$ cat src/rtl/sync_filt_pkg.sv
package sync_filt_pkg;
  localparam int NumChan = 3;
  // channel order fixes the flag bit positions
  localparam int ChHs = 0;
  localparam int ChVs = 1;
  localparam int ChDe = 2;

  typedef struct packed {
    logic [NumChan-1:0] take;    // transition admitted this edge
    logic [NumChan-1:0] refuse;  // transition requested but over budget
  } budgetStrobe_t;
endpackage

$ cat src/rtl/sync_filt_datapath.sv
module sync_filt_datapath
  import sync_filt_pkg::*;
#(
  parameter int MinPulse = 3
) (
  input  logic               clk,
  input  logic               rst,
  input  logic               filtEn,
  input  logic               clrViol,
  input  logic [NumChan-1:0] rawIn,
  input  budgetStrobe_t      strobe,
  output logic [NumChan-1:0] wantMove,
  output logic [NumChan-1:0] levelOut,
  output logic [NumChan-1:0] violOut
);
  localparam int TapTop = MinPulse - 1;

  for (genvar ch = 0; ch < NumChan; ch++) begin : g_chan
    logic [MinPulse-1:0] tap;
    logic                cand;
    logic                lvl;
    logic                flg;

    always_ff @(posedge clk) begin
      if (rst) tap <= '0;
      else     tap <= {tap[TapTop-1:0], rawIn[ch]};
    end

    if (ch == ChVs) begin : g_plain
      // vertical sync only passes through the delay line
      assign cand = tap[TapTop];
    end else begin : g_glitch
      always_comb begin
        if (filtEn) begin
          if (&tap)       cand = 1'b1;
          else if (~|tap) cand = 1'b0;
          else            cand = lvl;
        end else begin
          cand = tap[TapTop];
        end
      end
    end

    always_ff @(posedge clk) begin
      if (rst) begin
        lvl <= 1'b0;
        flg <= 1'b0;
      end else begin
        if (strobe.take[ch]) lvl <= cand;
        flg <= (flg & ~clrViol) | strobe.refuse[ch];
      end
    end

    assign wantMove[ch] = cand ^ lvl;
    assign levelOut[ch] = lvl;
    assign violOut[ch]  = flg;
  end
endmodule

$ cat src/rtl/sync_filt_budget.sv
module sync_filt_budget
  import sync_filt_pkg::*;
#(
  parameter int Window  = 130,
  parameter int HsLimit = 2,
  parameter int VsLimit = 1,
  parameter int DeLimit = 2
) (
  input  logic               clk,
  input  logic               rst,
  input  logic [NumChan-1:0] wantMove,
  output budgetStrobe_t      strobe
);
  // the current edge plus HistW earlier edges form the window
  localparam int HistW = Window - 1;
  localparam int CntW  = $clog2(Window + 1);

  logic [NumChan-1:0] takeVec;
  logic [NumChan-1:0] refuseVec;

  for (genvar ch = 0; ch < NumChan; ch++) begin : g_chan
    localparam int Limit = (ch == ChHs) ? HsLimit :
                           (ch == ChVs) ? VsLimit : DeLimit;
    logic [HistW-1:0] hist;
    logic [CntW-1:0]  used;
    logic             room;
    logic             takeNow;
    logic             ageOut;

    assign room    = used < CntW'(Limit);
    assign takeNow = wantMove[ch] & room;
    assign ageOut  = hist[HistW-1];

    always_ff @(posedge clk) begin
      if (rst) begin
        hist <= '0;
        used <= '0;
      end else begin
        hist <= {hist[HistW-2:0], takeNow};
        used <= used + CntW'(takeNow) - CntW'(ageOut);
      end
    end

    assign takeVec[ch]   = takeNow;
    assign refuseVec[ch] = wantMove[ch] & ~room;
  end

  assign strobe = '{take: takeVec, refuse: refuseVec};
endmodule

$ cat src/rtl/sync_ctrl_filter.sv
module sync_ctrl_filter
  import sync_filt_pkg::*;
#(
  parameter int MIN_PULSE = 3,
  parameter int WINDOW    = 130,
  parameter int HS_LIMIT  = 2,
  parameter int VS_LIMIT  = 1,
  parameter int DE_LIMIT  = 2
) (
  input  logic       clk,
  input  logic       rst,
  input  logic       filtEn,
  input  logic       clrViol,
  input  logic       hsIn,
  input  logic       vsIn,
  input  logic       deIn,
  output logic       hsOut,
  output logic       vsOut,
  output logic       deOut,
  output logic [2:0] violFlags
);
  logic [NumChan-1:0] rawVec;
  logic [NumChan-1:0] wantVec;
  logic [NumChan-1:0] levelVec;
  logic [NumChan-1:0] violVec;
  budgetStrobe_t      strobe;

  assign rawVec = {deIn, vsIn, hsIn};

  sync_filt_datapath #(.MinPulse(MIN_PULSE)) u_path (
    .clk(clk), .rst(rst), .filtEn(filtEn), .clrViol(clrViol),
    .rawIn(rawVec), .strobe(strobe),
    .wantMove(wantVec), .levelOut(levelVec), .violOut(violVec)
  );

  sync_filt_budget #(
    .Window(WINDOW), .HsLimit(HS_LIMIT), .VsLimit(VS_LIMIT), .DeLimit(DE_LIMIT)
  ) u_ctrl (
    .clk(clk), .rst(rst), .wantMove(wantVec), .strobe(strobe)
  );

  assign hsOut     = levelVec[ChHs];
  assign vsOut     = levelVec[ChVs];
  assign deOut     = levelVec[ChDe];
  assign violFlags = violVec;
endmodule

$ cat config.mk
export PLATFORM = sky130hd
export DESIGN_NAME = sync_ctrl_filter
export DESIGN_NICKNAME = d
export VERILOG_FILES = /design/src/rtl/sync_filt_pkg.sv /design/src/rtl/sync_filt_datapath.sv /design/src/rtl/sync_filt_budget.sv /design/src/rtl/sync_ctrl_filter.sv
export SDC_FILE = /design/constraint.sdc
export NUM_CORES = 1
export LEC_CHECK = 0
export ABC_AREA = 1
export BUFFER_PORTS_ARGS = -buffer_cell sky130_fd_sc_hd__buf_4
export CAP_MARGIN = 30
export CORE_AREA = 4 4 158 160
export DETAILED_ROUTE_END_ITERATION = 12
export DIE_AREA = 0 0 162 164
export PLACE_DENSITY_LB_ADDON = 0.25
export SYNTH_ARGS = -nofsm -noshare
export SYNTH_HDL_FRONTEND = slang
export SYNTH_HIERARCHICAL = 1
export SYNTH_SLANG_ARGS = --single-unit
$ cat constraint.sdc
create_clock -name clk -period 3 [get_ports clk]
set_clock_uncertainty 0.1 [all_clocks]
set_input_delay 0.3 -clock clk [delete_from_list [all_inputs] [get_ports clk]]
set_output_delay 0.3 -clock clk [all_outputs]
set_load 0.01 [all_outputs]
Word level (Yosys, flattened, before mapping)

Cells that the tools add are included.

Register bits after elaboration: 426
Input port bits: 7
Output and inout port bits: 6
Word-level logic and storage cells: 53

$add $sub $neg: 6
$lt $le $gt $ge: 3
Muxes and demuxes: 6
Bitwise gates (word level): 19
Reduce and logical (&&, ||, !) cells: 4

Operators by type and width:

| operator                                                             | number |
|---|---|
| 8-bit by 1-bit adder with 8-bit output                               | 3 |
| 8-bit by 1-bit subtractor with 8-bit output                          | 3 |
| 8-bit by 2-bit < comparator with 1-bit output, second input constant | 2 |
| 1-bit bitwise AND                                                    | 9 |
| 8-bit by 1-bit < comparator with 1-bit output, second input constant | 1 |
| 1-bit 2-to-1 mux                                                     | 6 |
| 3-bit AND reduction                                                  | 2 |
| 3-bit OR reduction                                                   | 2 |
| 1-bit NOT                                                            | 4 |
| 1-bit OR                                                             | 3 |
| 1-bit XOR                                                            | 3 |

Depth between registers and ports, before layout

Gate-level depths: netlist of run 1.

Word-level depth: 8
Mapped depth: 20
Gate-level depth less buffers: 20

Cells and area by module

The synthesis of run 1 kept the hierarchy.

Modules (own cells, without submodules):

| module             | times used | cells each | area an instance (um2) | seq. area each (um2) |
|---|---|---|---|---|
| sync_filt_budget   | 1          | 1494       | 12849.8                | 8227.9 |
| sync_filt_datapath | 1          | 78         | 599.3                  | 300.3 |

Worst setup path before layout of run 1

OpenSTA, ideal clock, no wires.

Path type: register -> register
Start: register u_ctrl.g_chan[2].used[6]
End: register u_ctrl.g_chan[2].used[6]
Setup time: 0.115 ns
Arrival time: 2.224 ns
Required time: 2.785 ns
Path slack: 0.561 ns
Cell stages (with the launch flop): 18
Path buffers: 0
Clock period less this slack: 2.439 ns
Cell sequence: dfxtp_1 > inv_1 > ha_1 > a21boi_1 > nand2_1 > nor2_1 > inv_1 > ha_1 > inv_1 > ha_1 > inv_1 > fa_1 > inv_1 > nand2_1 > nand2_1 > nand3_1 > a21oi_1 > nor2_1

Cells in the longest elaborated chain, start to end: 4

RTL lines:

| element                                       | RTL line               | RTL |
|---|---|---|
| from (decl)                                   | sync_filt_budget.sv:25 | `logic [CntW-1:0] used;` |
| from (signal assigned)                        | sync_filt_budget.sv:40 | `used <= used + CntW'(takeNow) - CntW'(ageOut);` |
| 8-bit by 2-bit < comparator with 1-bit output | sync_filt_budget.sv:30 | `assign room = used < CntW'(Limit);` |
| 1-bit bitwise AND                             | sync_filt_budget.sv:31 | `assign takeNow = wantMove[ch] & room;` |
| named net u_ctrl.g_chan[2].takeNow            | sync_filt_budget.sv:27 | `logic takeNow;` |
| 8-bit by 1-bit adder with 8-bit output        | sync_filt_budget.sv:40 |  |
| 8-bit by 1-bit subtractor with 8-bit output   | sync_filt_budget.sv:40 |  |

The timed path passes the listed nets, and every way through them passes these cells.
A chain may end at the register's enable or synchronous reset.

==> results of run 1 <==
==> critical path, stage by stage (launching register included) <==
cell      delay (ns)
dfxtp_1         0.32
inv_1           0.11
ha_1            0.15
inv_1           0.04
a21boi_1        0.16
nand2_1         0.07
nor2_1          0.16
inv_1           0.10
ha_1            0.27
inv_1           0.06
ha_1            0.15
inv_1           0.05
fa_1            0.35
inv_1           0.08
nand2_1         0.06
nand2_1         0.08
nand3_1         0.09
a21oi_1         0.14
nor2_1          0.06
==> power by group through the flow <==
stage	Combinational, W	Clock, W	Sequential, W
floorplan	0.000882	0	0.00591
global placement	0.00103	0	0.00592
detailed placement	0.00105	0	0.00592
CTS	0.00108	0.00520	0.00580
global route	0.00125	0.00546	0.00580
finish	0.00108	0.00505	0.00580
==> metrics by stage <==
| step | hold slack [ns] | setup WS [ns] | instance area, um2 | instances |
|---|---|---|---|---|
| after floorplan | 0.2712 | 0.5612 | 13450 | 1572 |
| after global placement | 0.2886 | 0.3678 | 13720 | 1852 |
| after detailed placement | 0.2916 | 0.2862 | 13720 | 1852 |
| after CTS | 0.006990 | 0.2557 | 15110 | 1930 |
| after global routing | 0.03811 | 0.02145 | 15110 | 1930 |
| final | 0.03638 | 0.2589 | 15110 | 1930 |
==> cell usage after synthesis, drive strengths merged (2+ instances only) <==
cell type	number
a21boi	3
inv	472
and2	2
o21ai	10
buf	55
nor2	438
nand3	21
ha	40
or2	2
a21oi	32
dfxtp	426
fa	3
nand2	65
==> flip-flops by register name, summed over array words and instances, names as in the netlist <==
signal,cells
u_path/g_chan.tap,9
u_ctrl/g_chan.used,24
u_ctrl/g_chan.hist,387
u_path/g_chan.lvl,3
u_path/g_chan.flg,3
==> cell families (layout without fill, tap and decap cells) <==
group                      Yosys count  in the layout  share of synthesized area, %
AOI/OAI and AO/OA                   47             47                         1.889
adders and majority gates           43             43                         4.168
buffers and inverters              527            566                         15.39
and+or+nand+nor                    528            528                         15.08
DFF                                426            426                         63.41
xor gates and xnor gates             1              1                       0.06513
==> layer usage <==
layer / part of all wire (%) / global-route usage (%) / routed length [um]
met5: 0 / 0 / 0
met4: 2.2 / 4.960 / 376
met3: 3.6 / 3.363 / 629
met2: 43 / 22.39 / 7420
met1: 51 / 17.76 / 8925
==> repair_timing <==
item / CTS / global route
hold endpoints to repair: 3 / 0
endpoints found under the setup margin: 0 / 0
hold buffers: 3 / 0
==> path summary, 6_finish.rpt <==
| path | startpoint | to |
|---|---|---|
| worst min-delay path | clrViol | u_path/g_chan[0].flg |
| worst max register to register | u_ctrl/g_chan[2].used[4] | u_ctrl/g_chan[2].used[6] |
| worst max-delay path | u_ctrl/g_chan[2].used[4] | u_ctrl/g_chan[2].used[6] |
| worst min register to register | u_ctrl/g_chan[2].hist[10] | u_ctrl/g_chan[2].hist[11] |
==> layout make-up <==
class	count	share of cell area, %
flip-flops and latches	426	56.43
multi-input cells	619	18.87
inverters	472	11.72
clock buffers	58	8.022
well taps	319	2.641
repair buffers	19	1.292
clock inverters	17	1.027
==> flow_summary.toml, run 1 <==
[global_routing]
grt_antenna_before_repair = 0
grt_pass1_wl_um = 31420
grt_start_max_net_pins = 101
grt_usage_pct = 13.67
grt_pass1_vias = 7457
grt-ovfl-total = 0

[sta]
max-slew-margin-rel_pct = 64.89
setup_viol = 0
finalCriticalPeriod_ns = 2.741
tns_ns = 0
hold_viol_final = 0
max_freq_ghz = 0.3648
final-max-slew-violation-count = 0
timing.final.crit_share_pct = 91.37
rsz0062_at_grt = "no"
worst_slew_pin_slew_ns = 0.5266

[power]
leakage_nw = 6.181
p_comb_share_pct = 9.0
powerDensity_nw_per_um2 = 788.9
p_clk_share_pct = 42.4
ir_drop_mv = 0.4971
power.internal_w = 0.009168
swShare_pct = 23.10
p_total_w = 0.01192
switching_power_w = 0.002755
p_seq_share_pct = 48.6

[synth]
synth_edf_count = 0
ys.flop_type = "dfxtp_1"
synth_cells = 1572
syn_area_um2 = 13450
synth-seq-cells = 426
syn_area_per_cell_um2 = 8.555
synth_top_area_share_pct = 63.41
syn_nets = 1622
synth_cell_types = 24
yosysTopAreaCell = "dfxtp_1"
synth_warnings = 6
async_flop_share_pct = 0
synth_area_leaders = "dfxtp_1, inv_1, nor2_1"
synth_seq_area_share_pct = 63.41

[routing]
ant_nets = 0
wire_per_inst_um = 8.990
detailroute.via_count = 7934
totalWireLength_um = 17350
drc = 0
drt_pass1_iterations = 4
post_drt_via_cell_ratio = 4.111
drt_iter0_markers = 513

[die]
start_util_pct = 57.47
die_width_um = 162
die_h_um = 164
core_um2 = 23400
num_rows = 56
ios = 13
die_area_um2 = 26570

[worst_setup_path]
rr_worst_depth = 18
worstSetupEndpointType = "flip-flop"
start_kind = "flip-flop"
crit_type = "flip-flop to flip-flop"
arrival_ns = 3.04
critPathRequiredTime_ns = 3.30
crit_path_max_fanout = 3
regToRegSetupSlack_ns = 0.26

[clocking]
clkLatencyLatePin_ns = 0.52
clock_sinks = 426
clk_path_buf_depth = 3
clk_pin_slew_worst_paths_ns = 0.06
cts_buffers = 41
root_buffer = "clkbuf_16"
htreeDepth = 2
cts_tree = "yes"
cts_resized = 0
post_cts_buffers = 0

[final_layout]
multiInputGateArea_um2 = 2851
utilization_pct = 64.58
fill_cells = 1946
final_common_cell = "inv_1"
mostFrequentLayoutCells = "inv_1, nor2_1, dfxtp_1"
layout-drive-gt1-share_pct = 5.649
area_growth_pct = 12.37
fin_nets = 1629
area.sequential_um2 = 8528
n_antenna_cell = 0

[placed_design]
dp_hpwl_um = 9766
io_buffers = 12
place_congestion = 0.7965

[worst_hold_path]
hp-class = "input port to flip-flop"
hold_depth = 4

[run_status]
outcome = "finished clean"

[job]
drv_cap = 0
(Power assumes the default switching activity.)
==> run 2: changes to the inputs <==
--- a/config.mk
+++ b/config.mk
@@ -12,7 +12,9 @@
 export DETAILED_ROUTE_END_ITERATION = 12
 export DIE_AREA = 0 0 162 164
 export PLACE_DENSITY_LB_ADDON = 0.25
+export RECOVER_POWER = 100
 export SYNTH_ARGS = -nofsm -noshare
 export SYNTH_HDL_FRONTEND = slang
 export SYNTH_HIERARCHICAL = 1
 export SYNTH_SLANG_ARGS = --single-unit
+export TNS_END_PERCENT = 20
==> flow_summary.toml, run 2 (synthesized netlist as in run 1, its figures left out) <==
[global_routing]
grt_pass1_wl_um = 31420
grt-ovfl-total = 0
grt_antenna_before_repair = 0
grt_start_max_net_pins = 101
grt_pass1_vias = 7457
grt_usage_pct = 13.67

[worst_setup_path]
slowest_delay_ns = 0.35
start_kind = "flip-flop"
crit_type = "flip-flop to flip-flop"
r2r-start = "u_ctrl/g_chan[2].used[2]"
crit_path_max_fanout = 3
cp_slowest_cell = "fa_1"
worstSetupStartpoint = "u_ctrl/g_chan[2].used[2]"
critPathRequiredTime_ns = 3.30
worstPathCellList = "inv_1, ha_1, nand2_1, nand2_1, nand3_1, nand2_1, nor2_1, inv_1, ha_1, inv_1, ha_1, inv_1, fa_1, inv_1, nand2_1, nand2_1, nand3_1, a21oi_1, nor2_1"
critical_path.top_delay_family = "adder cells"
path_buf_inv = 5
worstSetupEndpointType = "flip-flop"
arrival_ns = 3.04

[die]
start_util_pct = 57.47
die_width_um = 162
ios = 13
core_um2 = 23400
num_rows = 56
die_area_um2 = 26570
die_h_um = 164

[job]
drv_cap = 1

[power]
p_seq_share_pct = 48.7
switching_power_w = 0.002753
p_clk_share_pct = 42.4
swShare_pct = 23.13
p_total_w = 0.01190
power.internal_w = 0.009150
ir_drop_mv = 0.4973
leakage_nw = 6.137
powerDensity_nw_per_um2 = 791.5
p_comb_share_pct = 8.9

[routing]
drt_pass1_iterations = 4
drt_iter0_markers = 491
drc = 0
detailroute.via_count = 7938
post_drt_via_cell_ratio = 4.113
wire_per_inst_um = 8.987
ant_nets = 0
totalWireLength_um = 17340

[final_layout]
top_register = "u_ctrl/g_chan.hist"
largest_reg_flops = 387
mostFrequentLayoutCells = "inv_1, nor2_1, dfxtp_1"
fill_cells = 1961
area_growth_pct = 11.82
layout-drive-gt1-share_pct = 5.214
n_antenna_cell = 0
multiInputGateArea_um2 = 2849
largestRegisters = "u_ctrl/g_chan.hist: 387 flops, u_ctrl/g_chan.used: 24 flops, u_path/g_chan.tap: 9 flops"
final_common_cell = "inv_1"
area.sequential_um2 = 8528
fin_nets = 1629

[clocking]
htreeDepth = 2
root_buffer = "clkbuf_16"
clk_path_buf_depth = 3
clock_sinks = 426
clk_pin_slew_worst_paths_ns = 0.06
cts_resized = 0
cts_tree = "yes"
cts_buffers = 41
clkLatencyLatePin_ns = 0.52

[sta]
setup_viol = 0
layout_setup_ws_ns = 0.2608
rsz0062_at_grt = "no"
max_freq_ghz = 0.3651
timing.final.crit_share_pct = 91.31
max-slew-margin-rel_pct = -8.058
hold_viol_final = 0
finalCriticalPeriod_ns = 2.739
tns_ns = 0
worst_slew_pin_slew_ns = 1.621
final-max-slew-violation-count = 85

[run_status]
violations = "capacitance limit, slew limit"
outcome = "complete, but fails checks"

[worst_hold_path]
hp-start = "clrViol"
hp-class = "input port to flip-flop"

[placed_design]
dp_hpwl_um = 9766
detailedPlace.worstSlack_ns = 0.2862
place_congestion = 0.7965
io_buffers = 12
-- run 2: cell types whose count changed in the layout (fill, tap and decap cells not counted), sizes merged --
cell and delta:
buf -13, clkbuf +13
-- run 2: area by class of cell --
class / instances / area share, %
multi-input combinational: 619 / 18.94
tap: 319 / 2.654
sequential: 426 / 56.71
clock inverter: 17 / 1.032
timing repair buffer: 19 / 0.8154
clock buffer: 58 / 8.062
inverter: 472 / 11.78
-- run 2: per-stage QoR --
stage	std cells	util, %	hold slack, ns	instance area, um2
floorplan	1572	-	0.2712	13450
global placement	1852	58.61	0.2886	13720
detailed placement	1852	58.61	0.2916	13720
CTS	1930	64.58	0.006990	15110
global route	1930	64.26	0.03811	15040
finish	1930	64.26	0.03543	15040
-- run 2: power by group through the flow --
stage / Combinational, W / Clock [W] / Sequential, W
2_1_floorplan: 0.000882 / 0 / 0.00591
3_3_place_gp: 0.00103 / 0 / 0.00592
3_5_place_dp: 0.00105 / 0 / 0.00592
4_1_cts: 0.00108 / 0.00520 / 0.00580
5_1_grt: 0.00123 / 0.00546 / 0.00580
6_report: 0.00106 / 0.00505 / 0.00580
-- run 2: final timing paths --
path	slack (ns)	depth (start not counted)	endpoint
worst max-delay path	0.26	19	u_ctrl/g_chan[2].used[6]
worst min-delay path	0.04	4	u_path/g_chan[0].flg
worst max register to register	0.26	19	u_ctrl/g_chan[2].used[6]
worst min register to register	0.30	2	u_ctrl/g_chan[2].hist[11]
-- run 2: tightest hold or removal path, stage by stage --
cell	delay (ns)
buf_4	0.07
inv_1	0.06
a21oi_1	0.12
nor2_1	0.04
-- run 2: repair_timing --
action	4_1_cts	5_1_grt
hold buffers	3	0
setup buffers	0	0
endpoints found under the hold margin	3	0
-- run 2: per-layer routing --
| layer | share of wire (%) | track usage (%) | vias up |
|---|---|---|---|
| met5 | 0 | 0 | - |
| met4 | 2.2 | 4.960 | 0 |
| met3 | 3.7 | 3.363 | 33 |
| met2 | 43 | 22.39 | 76 |
| met1 | 51 | 17.76 | 3481 |
| li1 | - | - | 4348 |
==> run 3: changes to the inputs <==
==> constraint.sdc (replaced) <==
create_clock -name clk -period 3.5 [get_ports clk]
set_clock_uncertainty 0.1 [all_clocks]
set_input_delay 0.35 -clock clk [delete_from_list [all_inputs] [get_ports clk]]
set_output_delay 0.35 -clock clk [all_outputs]
set_load 0.01 [all_outputs]
==> flow_summary.toml, run 3 (synthesized netlist as in run 1, its figures left out) <==
[run_status]
outcome = "complete, but fails checks"
violations = "capacitance limit, slew limit"

[sta]
setup_viol = 0
finalCriticalPeriod_ns = 2.761
whs_ns = 0.07810
rsz0062_at_grt = "no"
max_freq_ghz = 0.3622
final-max-slew-violation-count = 109
worst_slew_pin_slew_ns = 2.099
max-slew-margin-rel_pct = -39.95
hold_viol_final = 0
timing.final.crit_share_pct = 78.89
tns_ns = 0

[placed_design]
dp_hpwl_um = 9511
io_buffers = 12
place_congestion = 0.7889
placed_cell_area_um2 = 13710

[die]
start_util_pct = 57.47
num_rows = 56
core_um2 = 23400
die_area_um2 = 26570
die_width_um = 162
die_h_um = 164
ios = 13

[routing]
ant_nets = 0
drt_iter0_markers = 444
drt_pass1_iterations = 4
totalWireLength_um = 16970
drc = 0
post_drt_via_cell_ratio = 4.116
detailroute.via_count = 7932
wire_per_inst_um = 8.804

[worst_setup_path]
arrival_ns = 3.07
start_kind = "input port"
crit_path_max_fanout = 110
crit_type = "input port to flip-flop"
critPathRequiredTime_ns = 3.80
regToRegSetupSlack_ns = 0.76
worstSetupEndpointType = "flip-flop"

[clocking]
clkLatencyLatePin_ns = 0.52
clk_pin_slew_worst_paths_ns = 0.06
clock_sinks = 426
clk_path_buf_depth = 3
post_cts_buffers = 0
root_buffer = "clkbuf_16"
cts_tree = "yes"
cts_buffers = 41
htreeDepth = 2

[global_routing]
grt-ovfl-total = 0
grt_usage_pct = 13.29
groute.layer.met1.usage_pct = 17.18
grt_pass1_vias = 7388
grt_pass1_wl_um = 30680
grtUsageMet3_pct = 3.036
grt_start_max_net_pins = 132
grt-busiest-layer = "met2"
grtUsageMet2_pct = 21.97
grt_antenna_before_repair = 0

[final_layout]
n_antenna_cell = 0
largestRegisters = "u_ctrl/g_chan.hist: 387 flops, u_ctrl/g_chan.used: 24 flops, u_path/g_chan.tap: 9 flops"
layout-drive-gt1-share_pct = 5.037
fin_nets = 1628
mostFrequentLayoutCells = "inv_1, nor2_1, dfxtp_1"
largest_reg_flops = 387
final_common_cell = "inv_1"
area_growth_pct = 12.02
top_register = "u_ctrl/g_chan.hist"
final_area_um2 = 15070
utilization_pct = 64.38

[power]
leakage_nw = 6.138
ir_drop_mv = 0.4775
powerDensity_nw_per_um2 = 679.2

[worst_hold_path]
hp-class = "input port to flip-flop"

[job]
drv_cap = 1
run 3: cell count changes in the layout (fill, tap and decap cells not counted), sizes merged:
| cell | previous run | this run |
|---|---|---|
| buf | 3 | 7 |
| clkinv | 9 | 8 |
| clkinvlp | 4 | 5 |
| bufinv | 2 | 4 |
| clkbuf | 71 | 62 |
run 3: area by class of cell:
class / count / area [um2]
sequential: 426 / 8528
clock buffer: 54 / 1157
tap: 319 / 399.1
timing repair buffer: 18 / 142.6
inverter: 472 / 1772
clock inverter: 19 / 215.2
fill: 1953 / 8337
multi-input combinational: 619 / 2851
run 3: stage by stage:
| step | setup WS [ns] | std cells | power [W] |
|---|---|---|---|
| detailed placement | 0.6916 | 1851 | 0.005976 |
| global placement | 0.8251 | 1851 | 0.005951 |
| finish | 0.7387 | 1927 | 0.01023 |
| global route | 0.3422 | 1927 | 0.01071 |
| floorplan | 1.061 | 1572 | 0.005824 |
| CTS | 0.7296 | 1927 | 0.01039 |
run 3: path summary, 6_finish.rpt:
path,to,cells past startpoint,startpoint
max,u_ctrl/g_chan[0].used[3],4,rst
min,u_path/g_chan[1].flg,4,clrViol
min reg2reg,u_ctrl/g_chan[0].hist[95],2,u_ctrl/g_chan[0].hist[94]
max reg2reg,u_ctrl/g_chan[2].used[6],19,u_ctrl/g_chan[2].used[2]
run 3: where the power goes:
group          internal, W  switching (W)
combinational     0.000337       0.000558
clock              0.00263        0.00174
sequential         0.00493      0.0000357
run 3: critical path, stage by stage:
cell	delay (ns)
clkbuf_2	1.45
inv_1	0.90
o21ai_0	0.27
a21oi_1	0.06
run 3: per-layer routing:
metal,routed length [um],share of wire (%),vias to the layer above
li1,-,-,4352
met1,8554,50,3472
met2,7381,44,67
met3,562,3.3,41
met4,468,2.8,0
met5,0,0,-
run 3: repair_timing:
item	4_1_cts	5_1_grt
resized for setup	0	0
hold buffers	3	0
endpoints found under the hold margin	3	0
